===== src/rtl/vlan_edit_pkg.sv =====
package vlan_edit_pkg;
  localparam int unsigned ADDR_BYTES = 12;
  localparam int unsigned TAG_BYTES  = 4;
  localparam int unsigned FCS_BYTES  = 4;
  localparam logic [15:0] TPID       = 16'h8100;
  localparam logic [31:0] CRC_POLY   = 32'hEDB88320;
  localparam logic [31:0] CRC_INIT   = 32'hFFFFFFFF;

  typedef enum logic [1:0] {
    MODE_PASS = 2'd0,
    MODE_INS  = 2'd1,
    MODE_REM  = 2'd2
  } edit_mode_e;

  typedef enum logic [1:0] {
    ST_BODY = 2'd0,
    ST_TAG  = 2'd1,
    ST_FCS  = 2'd2
  } edit_state_e;

  function automatic logic [31:0] crc32_step(input logic [31:0] crc, input logic [7:0] din);
    logic [31:0] c;
    c = crc;
    for (int i = 0; i < 8; i++) begin
      c = (c[0] ^ din[i]) ? ((c >> 1) ^ CRC_POLY) : (c >> 1);
    end
    return c;
  endfunction
endpackage


===== src/rtl/vte_mode_sel.sv =====
module vte_mode_sel
  import vlan_edit_pkg::*;
#(
  parameter int unsigned NUM_PORTS = 3,
  localparam int unsigned PORT_W = (NUM_PORTS > 1) ? $clog2(NUM_PORTS) : 1
) (
  input  logic                    tagged_i,
  input  logic [PORT_W-1:0]       src_i,
  input  logic                    ins_en_i,
  input  logic                    rem_en_i,
  input  logic [NUM_PORTS-1:0]    sel_mask_i,
  input  logic [NUM_PORTS*16-1:0] def_tag_i,
  output edit_mode_e              mode_o,
  output logic [15:0]             tci_o
);
  logic src_ok;

  always_comb begin
    src_ok = 1'b0;
    tci_o  = '0;
    for (int p = 0; p < NUM_PORTS; p++) begin
      if (src_i == PORT_W'(p)) begin
        src_ok = sel_mask_i[p];
        tci_o  = def_tag_i[p*16 +: 16];
      end
    end
    if (tagged_i) mode_o = rem_en_i ? MODE_REM : MODE_PASS;
    else          mode_o = (ins_en_i && src_ok) ? MODE_INS : MODE_PASS;
  end
endmodule


===== src/rtl/vte_fcs_dly.sv =====
module vte_fcs_dly #(
  parameter int unsigned DEPTH = 4,
  localparam int unsigned CNT_W = $clog2(DEPTH + 1)
) (
  input  logic       clk_i,
  input  logic       rst_ni,
  input  logic       push_i,
  input  logic       flush_i,
  input  logic [7:0] data_i,
  output logic       full_o,
  output logic [7:0] head_o
);
  logic [DEPTH-1:0][7:0] stage_q;
  logic [CNT_W-1:0]      cnt_q;

  always_ff @(posedge clk_i or negedge rst_ni) begin
    if (!rst_ni) begin
      stage_q <= '0;
      cnt_q   <= '0;
    end else begin
      if (push_i) stage_q <= {stage_q[DEPTH-2:0], data_i};
      if (flush_i) cnt_q <= '0;
      else if (push_i && !full_o) cnt_q <= cnt_q + 1'b1;
    end
  end

  assign full_o = (cnt_q == CNT_W'(DEPTH));
  assign head_o = stage_q[DEPTH-1];
endmodule


===== src/rtl/vte_crc_acc.sv =====
module vte_crc_acc
  import vlan_edit_pkg::*;
(
  input  logic        clk_i,
  input  logic        rst_ni,
  input  logic        clr_i,
  input  logic        upd_i,
  input  logic [7:0]  data_i,
  output logic [31:0] crc_o
);
  always_ff @(posedge clk_i or negedge rst_ni) begin
    if (!rst_ni)     crc_o <= CRC_INIT;
    else if (clr_i)  crc_o <= CRC_INIT;
    else if (upd_i)  crc_o <= crc32_step(crc_o, data_i);
  end
endmodule


===== src/rtl/vlan_tag_editor.sv =====
module vlan_tag_editor
  import vlan_edit_pkg::*;
#(
  parameter int unsigned NUM_PORTS = 3,
  localparam int unsigned PORT_W = (NUM_PORTS > 1) ? $clog2(NUM_PORTS) : 1
) (
  input  logic                    clk_i,
  input  logic                    rst_ni,
  input  logic                    in_valid_i,
  output logic                    in_ready_o,
  input  logic [7:0]              in_data_i,
  input  logic                    in_sof_i,
  input  logic                    in_eof_i,
  input  logic [PORT_W-1:0]       in_src_i,
  input  logic                    in_tagged_i,
  input  logic                    ins_en_i,
  input  logic                    rem_en_i,
  input  logic [NUM_PORTS-1:0]    ins_src_mask_i,
  input  logic [NUM_PORTS*16-1:0] def_tci_i,
  output logic                    out_valid_o,
  input  logic                    out_ready_i,
  output logic [7:0]              out_data_o,
  output logic                    out_sof_o,
  output logic                    out_eof_o
);
  localparam int unsigned IDX_W    = $clog2(ADDR_BYTES + TAG_BYTES + 1);
  localparam int unsigned OIDX_W   = $clog2(ADDR_BYTES + 1);
  localparam logic [IDX_W-1:0]  IDX_SAT  = IDX_W'(ADDR_BYTES + TAG_BYTES);
  localparam logic [IDX_W-1:0]  IDX_CUT  = IDX_W'(ADDR_BYTES);
  localparam logic [OIDX_W-1:0] OIDX_SAT = OIDX_W'(ADDR_BYTES);

  edit_state_e       state_q;
  edit_mode_e        mode_q, mode_new;
  logic [15:0]       tci_q, tci_new;
  logic [IDX_W-1:0]  in_idx_q;
  logic [OIDX_W-1:0] out_idx_q;
  logic [1:0]        sub_q;

  logic        dly_push, dly_full;
  logic [7:0]  dly_head;
  logic [31:0] crc_val, tag_word, fcs_word;
  logic [7:0]  tag_byte, fcs_byte;
  logic        in_fire, out_fire, drop_byte, crc_clr, crc_upd;

  vte_mode_sel #(.NUM_PORTS(NUM_PORTS)) u_mode_sel (
    .tagged_i   (in_tagged_i),
    .src_i      (in_src_i),
    .ins_en_i   (ins_en_i),
    .rem_en_i   (rem_en_i),
    .sel_mask_i (ins_src_mask_i),
    .def_tag_i  (def_tci_i),
    .mode_o     (mode_new),
    .tci_o      (tci_new)
  );

  vte_fcs_dly #(.DEPTH(FCS_BYTES)) u_fcs_dly (
    .clk_i   (clk_i),
    .rst_ni  (rst_ni),
    .push_i  (dly_push),
    .flush_i (in_fire && in_eof_i),
    .data_i  (in_data_i),
    .full_o  (dly_full),
    .head_o  (dly_head)
  );

  vte_crc_acc u_crc (
    .clk_i  (clk_i),
    .rst_ni (rst_ni),
    .clr_i  (crc_clr),
    .upd_i  (crc_upd),
    .data_i (out_data_o),
    .crc_o  (crc_val)
  );

  assign tag_word  = {TPID, tci_q};
  assign fcs_word  = ~crc_val;
  assign tag_byte  = tag_word[{~sub_q, 3'b000} +: 8];
  assign fcs_byte  = fcs_word[{sub_q, 3'b000} +: 8];
  // input bytes 12..15 of a removing frame are swallowed
  assign drop_byte = (mode_q == MODE_REM) && (in_idx_q >= IDX_CUT) && (in_idx_q < IDX_SAT);

  always_comb begin
    in_ready_o  = 1'b0;
    out_valid_o = 1'b0;
    out_data_o  = dly_head;
    out_sof_o   = 1'b0;
    out_eof_o   = 1'b0;
    dly_push    = 1'b0;
    unique case (state_q)
      ST_BODY: begin
        if (drop_byte) begin
          in_ready_o = 1'b1;
        end else if (!dly_full) begin
          in_ready_o = 1'b1;
          dly_push   = in_valid_i;
        end else begin
          in_ready_o  = out_ready_i;
          out_valid_o = in_valid_i;
          out_sof_o   = in_valid_i && (out_idx_q == '0);
          dly_push    = in_valid_i && out_ready_i;
        end
      end
      ST_TAG: begin
        out_valid_o = 1'b1;
        out_data_o  = tag_byte;
      end
      ST_FCS: begin
        out_valid_o = 1'b1;
        out_data_o  = fcs_byte;
        out_eof_o   = (sub_q == 2'd3);
      end
      default: ;
    endcase
  end

  assign in_fire  = in_valid_i && in_ready_o;
  assign out_fire = out_valid_o && out_ready_i;
  assign crc_upd  = out_fire && (state_q != ST_FCS);
  assign crc_clr  = out_fire && (state_q == ST_FCS) && (sub_q == 2'd3);

  always_ff @(posedge clk_i or negedge rst_ni) begin
    if (!rst_ni) begin
      state_q   <= ST_BODY;
      mode_q    <= MODE_PASS;
      tci_q     <= '0;
      in_idx_q  <= '0;
      out_idx_q <= '0;
      sub_q     <= '0;
    end else begin
      if (in_fire) begin
        if (in_sof_i) begin
          mode_q <= mode_new;
          tci_q  <= tci_new;
        end
        if (in_eof_i) in_idx_q <= '0;
        else if (in_idx_q != IDX_SAT) in_idx_q <= in_idx_q + 1'b1;
      end
      unique case (state_q)
        ST_BODY: begin
          if (out_fire) begin
            if (out_idx_q != OIDX_SAT) out_idx_q <= out_idx_q + 1'b1;
            if (mode_q == MODE_INS && out_idx_q == OIDX_SAT - 1'b1) begin
              state_q <= ST_TAG;
              sub_q   <= '0;
            end
          end
          if (in_fire && in_eof_i) begin
            state_q <= ST_FCS;
            sub_q   <= '0;
          end
        end
        ST_TAG: if (out_fire) begin
          sub_q <= sub_q + 1'b1;
          if (sub_q == 2'd3) state_q <= ST_BODY;
        end
        ST_FCS: if (out_fire) begin
          sub_q <= sub_q + 1'b1;
          if (sub_q == 2'd3) begin
            state_q   <= ST_BODY;
            out_idx_q <= '0;
          end
        end
        default: state_q <= ST_BODY;
      endcase
    end
  end
endmodule


===== config.mk =====
export PLATFORM = sky130hd
export DESIGN_NAME = vlan_tag_editor
export DESIGN_NICKNAME = d
export VERILOG_FILES = /design/src/rtl/vlan_edit_pkg.sv /design/src/rtl/vte_mode_sel.sv /design/src/rtl/vte_fcs_dly.sv /design/src/rtl/vte_crc_acc.sv /design/src/rtl/vlan_tag_editor.sv
export SDC_FILE = /design/constraint.sdc
export NUM_CORES = 1
export LEC_CHECK = 0
export ABC_CLOCK_PERIOD_IN_PS = 3360
export BUFFER_PORTS_ARGS = -buffer_cell sky130_fd_sc_hd__buf_4
export CORE_MARGIN = 4
export CORE_UTILIZATION = 55
export CTS_BUF_LIST = sky130_fd_sc_hd__clkbuf_8
export DETAILED_ROUTE_END_ITERATION = 10
export GPL_TIMING_DRIVEN = 0
export PLACE_DENSITY = 0.87
export SLEW_MARGIN = 20
export SYNTH_ARGS = -nofsm -noshare
export SYNTH_HDL_FRONTEND = slang
export SYNTH_HIERARCHICAL = 1
export SYNTH_SLANG_ARGS = --single-unit

===== constraint.sdc =====
create_clock -name clk_i -period 3.36 [get_ports clk_i]
set_clock_uncertainty 0.05 [all_clocks]
set_input_delay 0.336 -clock clk_i [delete_from_list [all_inputs] [get_ports clk_i]]
set_output_delay 0.336 -clock clk_i [all_outputs]
set_load 0.01 [all_outputs]

==> run_results.csv, run 1 <==
group,metric,value,unit
drt,wl,14.7,mm
job,maxCapViolCount,0,
cells_and_area,nets,712,
floorplan,fp.dieH,115,um
logic_synthesis,synth-seq-cells,98,
worst_setup_path,critical_path_class,"flip-flop to flip-flop",
clock_tree,cts.sinks,98,
floorplan,initial_core_util,0.568,
global_routing,grt_pass1_wl,23.6,mm
worst_hold_path,hp-class,"primary input to async pin",
place,dpl.cell_count,757,
drt,drc_errors,0,
sta,relSlewSlack,0.393,
status,status,"finished, violations left",
sta,fin_tns_setup,0,ns
sta,holdWs,-0.0248,ns
status,violations,"negative hold slack",
worst_setup_path,crit_path_start_kind,"flip-flop",
cells_and_area,num_antenna_cells,0,
logic_synthesis,synth_ff_type,"dfrtp_1",
floorplan,die_w,115,um
sta,min_period,3.24,ns
global_routing,grt-ovfl-total,0,
worst_setup_path,crit_arrival,3.51,ns
drt,dr_total_vias,4552,
sta,hold_viol,14,
logic_synthesis,yosysWarnings,6,
sta,timing.final.crit_share,0.964,
logic_synthesis,ys_types,68,
cells_and_area,final_util,0.667,
place,dp.final_hpwl,10.8,mm
clock_tree,clock-root-buffer,"clkbuf_8",
logic_synthesis,synth_edf_count,0,
cells_and_area,drive_above_1_share,0.420,
place,portBuffers,79,
drt,drtAntennaViolNets,0,
clock_tree,cts_buffers,9,
logic_synthesis,synth_cells,538,
global_routing,grt_max_degree,99,
cells_and_area,fin_cells,776,
drt,drt_iter0_drc,482,
clock_tree,htreeDepth,3,
clock_tree,cts_buffer_depth,2,
logic_synthesis,yosysSeqAreaShare,0.400,
clock_tree,insertion_delay,0.40,ns
cells_and_area,final_common_cell,"buf_4",
logic_synthesis,netlist_area,6240,um^2
global_routing,antenna_found_initial,0,
cells_and_area,final_cell_mix,"buf_4 (91), dfrtp_1 (66), mux2_4 (40)",
clock_tree,clk_pin_slew,0.11,ns
cells_and_area,syn_to_final_growth,17.4,%
clock_tree,cts_tree,"built",
place,place_congestion,0.919,
global_routing,grt_pass1_vias,4671,
worst_setup_path,critPathMaxFanout,10,
global_routing,grt_use_total,0.230,
drt,vias_per_cell,5.87,
sta,worst_slew_pin_slew,0.911,ns
floorplan,io_pins,82,
sta,max_freq,309,MHz
logic_synthesis,synth_area_per_cell,11.6,um^2
drt,drtPass1Iterations,5,
cells_and_area,num-fill-cells,788,
logic_synthesis,synthesis.nets,619,
logic_synthesis,async_flop_share,1.00,
floorplan,rows,38,
worst_setup_path,required,3.63,ns
sta,setup_viol,0,
floorplan,core,11000,um^2
drt,wire_per_inst,18.9,um
floorplan,die_area,13100,um^2
worst_setup_path,endpoint_kind,"flip-flop",
sta,finalMaxSlewViolations,0,
-- per-stage QoR --
stage | cell area, um^2 | setup WS [ns]
2_1_floorplan | 6240 | 0.206
3_3_place_gp | 7010 | -0.186
3_5_place_dp | 7010 | -0.362
4_1_cts | 7240 | 0.00416
5_1_grt | 7320 | -0.00382
6_report | 7320 | 0.120
-- path summary, 6_finish.rpt --
| kind | startpoint | end | slack (ns) | cells after the start |
|---|---|---|---|---|
| max in group asynchronous | rst_ni | u_fcs_dly/head_o[6]$_DFFE_PN0P_ | 2.68 | 1 |
| setup / recovery | state_q[0]$_DFFE_PN0P_ | u_crc/crc_o[25]$_DFFE_PN1P_ | 0.12 | 11 |
| hold reg to reg | u_fcs_dly/stage_q[12]$_DFFE_PN0P_ | u_fcs_dly/stage_q[20]$_DFFE_PN0P_ | 0.46 | 1 |
| min in group clk_i | in_eof_i | in_idx_q[3]$_DFFE_PN0P_ | 0.08 | 2 |
| setup reg to reg | state_q[0]$_DFFE_PN0P_ | u_crc/crc_o[25]$_DFFE_PN1P_ | 0.12 | 11 |
| hold / removal | rst_ni | out_idx_q[2]$_DFFE_PN0P_ | -0.02 | 1 |
-- routing by layer --
layer | global-route usage | up-vias | wire (um)
li1 | - | 2090 | -
met1 | 0.292 | 2234 | 6000
met2 | 0.383 | 192 | 7350
met3 | 0.0449 | 36 | 963
met4 | 0.0974 | 0 | 382
met5 | 0 | - | 0
-- state kept, by name (all words and copies together) (netlist names) --
name / flops
u_fcs_dly/stage_q: 24
u_fcs_dly/head_o: 8
in_idx_q: 5
mode_q: 2
sub_q: 2
u_crc/crc_o: 32
tci_q: 16
u_fcs_dly/cnt_q: 3
out_idx_q: 4
state_q: 2
-- cells in the mapped netlist, drive strengths merged (6+ instances only) --
library cell,n,area (um^2)
dfrtp,66,1650
mux2,51,724
xnor2,48,499
nand2,45,201
dfstp,32,841
o21ai,30,188
nor2,28,105
mux2i,24,240
buf,22,205
xor2,19,174
a211o,16,140
a21oi,16,80.1
clkbuf,14,53.8
inv,13,48.8
ha,11,138
mux4,8,180
nand3,7,35.0
nor2b,7,58.8
o211ai,7,52.6
o221ai,7,61.3
and2,6,37.5
o21a,6,45.0
-- cell type report --
class                           instances  area, um^2  share of cell area
Clock inverter                          7        78.8              0.0108
Timing Repair Buffer                   84         634              0.0866
Sequential cell                        98        2490               0.340
Tap cell                              140         175              0.0239
Clock buffer                            9         124              0.0169
Multi-Input combinational cell        389        3500               0.478
Inverter                               15        57.6             0.00786
Buffer                                 34         260              0.0355
-- timing repair --
item,CTS,global route
endpoints found under the hold margin,0,0
setup endpoints to repair,22,13
hold buffers,0,0
pin swaps,1,1
gates resized for setup,6,10
buffers inserted,2,3
-- cell families (layout without fill, tap and decap cells) --
kind of cell / count (synthesis) / after routing / share of synthesized area
mux: 83 / 83 / 0.184
simple gates: 119 / 119 / 0.101
xor+xnor: 70 / 70 / 0.119
flops: 98 / 98 / 0.400
compound gates: 106 / 106 / 0.124
fa+ha+maj: 11 / 11 / 0.0221
buf+inv: 51 / 149 / 0.0505
-- worst max-delay path: stages (launching register included) --
cell,delay [ns]
dfrtp_1,0.44
inv_1,0.12
ha_1,0.38
clkinv_2,0.22
nor2_1,0.14
a21oi_1,0.06
a21oi_2,0.31
xor2_2,0.25
xnor3_2,0.57
xnor2_2,0.20
and4_2,0.25
nor3_1,0.17
Power of run 1 is not shown: default switching activity piles up to over one toggle a cycle in this logic, so the estimate is an artifact.
==> run 2, diff against run 1 <==
--- a/config.mk
+++ b/config.mk
@@ -5,7 +5,7 @@
 export SDC_FILE = /design/constraint.sdc
 export NUM_CORES = 1
 export LEC_CHECK = 0
-export ABC_CLOCK_PERIOD_IN_PS = 3360
+export ABC_CLOCK_PERIOD_IN_PS = 3100
 export BUFFER_PORTS_ARGS = -buffer_cell sky130_fd_sc_hd__buf_4
 export CORE_MARGIN = 4
 export CORE_UTILIZATION = 55
==> constraint.sdc (replaced) <==
create_clock -name clk_i -period 3.1 [get_ports clk_i]
set_clock_uncertainty 0.05 [all_clocks]
set_input_delay 0.31 -clock clk_i [delete_from_list [all_inputs] [get_ports clk_i]]
set_output_delay 0.31 -clock clk_i [all_outputs]
set_load 0.01 [all_outputs]
==> run 2 against run 1 <==
  * The flow finishes with violations (negative setup slack)
  * Register-to-register slack got worse by 0.15 ns
  * Setup slack lost 0.15 ns
  * Critical path depth unchanged
  * Cell count increased by 1.3%
  * Worst hold slack better by 0.080 ns
  * Sequential share of layout area shrank 0.56 points
  * Flip-flop and latch count unchanged
  * First-iteration DRC count decreased by 8.7%
  * Maximum frequency up 3.6%
==> run_results.csv, run 2 (synthesized netlist as in run 1, its figures left out) <==
group,metric,value,unit
status,status,"finished, violations left",
status,violations,"negative setup slack",
place,portBuffers,79,
clock_tree,insertion_delay,0.39,ns
sta,rsz0062_at_grt,"true",
worst_setup_path,max_stage_delay,0.56,ns
sta,setup_slack,-0.0272,ns
clock_tree,clk_pin_slew,0.10,ns
place,dpl.cell_count,757,
cells_and_area,largest_reg_flops,32,
clock_tree,htreeDepth,3,
cells_and_area,fin_cells,786,
job,maxCapViolCount,0,
clock_tree,clock-root-buffer,"clkbuf_8",
floorplan,fp.dieH,115,um
sta,relSlewSlack,0.430,
sta,min_period,3.13,ns
floorplan,rows,38,
drt,drtPass1Iterations,5,
worst_setup_path,required,3.38,ns
sta,worst_slew_pin_slew,0.855,ns
worst_setup_path,crit_chain,"buf_4, mux4_2, nor2_1, a21oi_1, a21oi_2, xor2_2, xnor3_2, buf_4, xor2_1, nor2_1, a211o_1",
sta,setup_viol,1,
cells_and_area,regMostFlops,"u_crc/crc_o",
drt,vias_per_cell,5.85,
global_routing,grt_pass1_vias,4738,
sta,fin_tns_setup,-0.0272,ns
drt,drtAntennaViolNets,0,
worst_setup_path,critical_path_class,"flip-flop to flip-flop",
drt,dr_total_vias,4600,
global_routing,antenna_found_initial,0,
sta,hold_viol,0,
clock_tree,cts_tree,"built",
global_routing,grt-ovfl-total,0,
worst_setup_path,critPathMaxFanout,4,
global_routing,grt_pass1_wl,23.5,mm
cells_and_area,reg.largest.list,"u_crc/crc_o: 32 flops, u_fcs_dly/stage_q: 24 flops, tci_q: 16 flops",
global_routing,grt_max_degree,99,
drt,wire_per_inst,18.8,um
worst_setup_path,cp_slowest_cell,"xnor3_2",
floorplan,io_pins,82,
worst_setup_path,crit_path_start_kind,"flip-flop",
clock_tree,cts.sinks,98,
cells_and_area,num_antenna_cells,0,
global_routing,grt_use_total,0.230,
cells_and_area,final_util,0.678,
cells_and_area,final_cell_mix,"buf_4 (101), dfrtp_1 (64), mux2_4 (40)",
clock_tree,cts_buffer_depth,2,
worst_setup_path,crit_arrival,3.41,ns
drt,drc_errors,0,
floorplan,core,11000,um^2
cells_and_area,nets,722,
sta,timing.final.crit_share,1.01,
place,place_congestion,0.907,
drt,wl,14.8,mm
floorplan,die_w,115,um
drt,drt_iter0_drc,440,
cells_and_area,final_common_cell,"buf_4",
floorplan,initial_core_util,0.568,
floorplan,die_area,13100,um^2
cells_and_area,syn_to_final_growth,19.4,%
place,dp.final_hpwl,10.7,mm
cells_and_area,drive_above_1_share,0.438,
sta,max_freq,320,MHz
worst_setup_path,endpoint_kind,"flip-flop",
clock_tree,cts_buffers,9,
worst_hold_path,hp-class,"primary input to flip-flop",
sta,finalMaxSlewViolations,0,
==> run 2: repair_timing <==
action / in CTS / in global routing
hold buffers: 1 / 0
endpoints found under the hold margin: 66 / 0
resized for setup: 18 / 14
setup buffers: 4 / 10
pin swaps: 4 / 5
endpoints found under the setup margin: 27 / 21
==> run 2: per-stage QoR <==
| step | area [um^2] | hold WS, ns | setup slack [ns] |
|---|---|---|---|
| after detailed placement | 7010 | 0.419 | -0.665 |
| after global routing | 7450 | 0.0325 | -0.0908 |
| after global placement | 7010 | 0.439 | -0.460 |
| after CTS | 7300 | 0.0350 | 0.000344 |
| final | 7450 | 0.0555 | -0.0272 |
| after floorplan | 6240 | -0.0356 | 0.0256 |
==> run 2: final cells by class <==
class / count / area (um^2)
Multi-Input combinational cell: 389 / 3550
Clock buffer: 9 / 124
Tap cell: 140 / 175
Buffer: 34 / 272
Sequential cell: 98 / 2490
Clock inverter: 7 / 66.3
Fill cell: 768 / 3530
Timing Repair Buffer: 94 / 712
Inverter: 15 / 58.8
==> run 2: final timing paths <==
kind / slack [ns] / depth (start not counted) / to / startpoint
hold / removal: 0.06 / 2 / in_idx_q[3]$_DFFE_PN0P_ / in_eof_i
max in group asynchronous: 1.86 / 2 / sub_q[1]$_DFFE_PN0P_ / rst_ni
setup reg to reg: -0.03 / 11 / u_crc/crc_o[7]$_DFFE_PN1P_ / sub_q[0]$_DFFE_PN0P_
hold reg to reg: 0.46 / 1 / u_fcs_dly/stage_q[4]$_DFFE_PN0P_ / u_fcs_dly/stage_q[4]$_DFFE_PN0P_
setup / recovery: -0.03 / 11 / u_crc/crc_o[7]$_DFFE_PN1P_ / sub_q[0]$_DFFE_PN0P_
min in group asynchronous: 0.53 / 2 / u_fcs_dly/stage_q[17]$_DFFE_PN0P_ / rst_ni
==> run 2: critical path: cells and delay by family, from the launching register on <==
kind | cells | cell delay (ns)
multiplexers | 1 | 0.48
AO/OA/AOI/OAI | 3 | 0.66
AND/OR/NAND/NOR | 2 | 0.17
flip-flops | 1 | 0.42
XOR/XNOR | 3 | 0.98
buffers and inverters | 2 | 0.30
==> run 2: routing by layer <==
layer / track usage / up-vias / share of wire / wire, um
li1: - / 2110 / - / -
met4: 0.102 / 0 / 0.034 / 509
met3: 0.0571 / 41 / 0.056 / 831
met5: 0 / - / 0 / 0
met2: 0.379 / 169 / 0.50 / 7410
met1: 0.287 / 2280 / 0.41 / 6010
Power of run 2 is left out for the same reason.
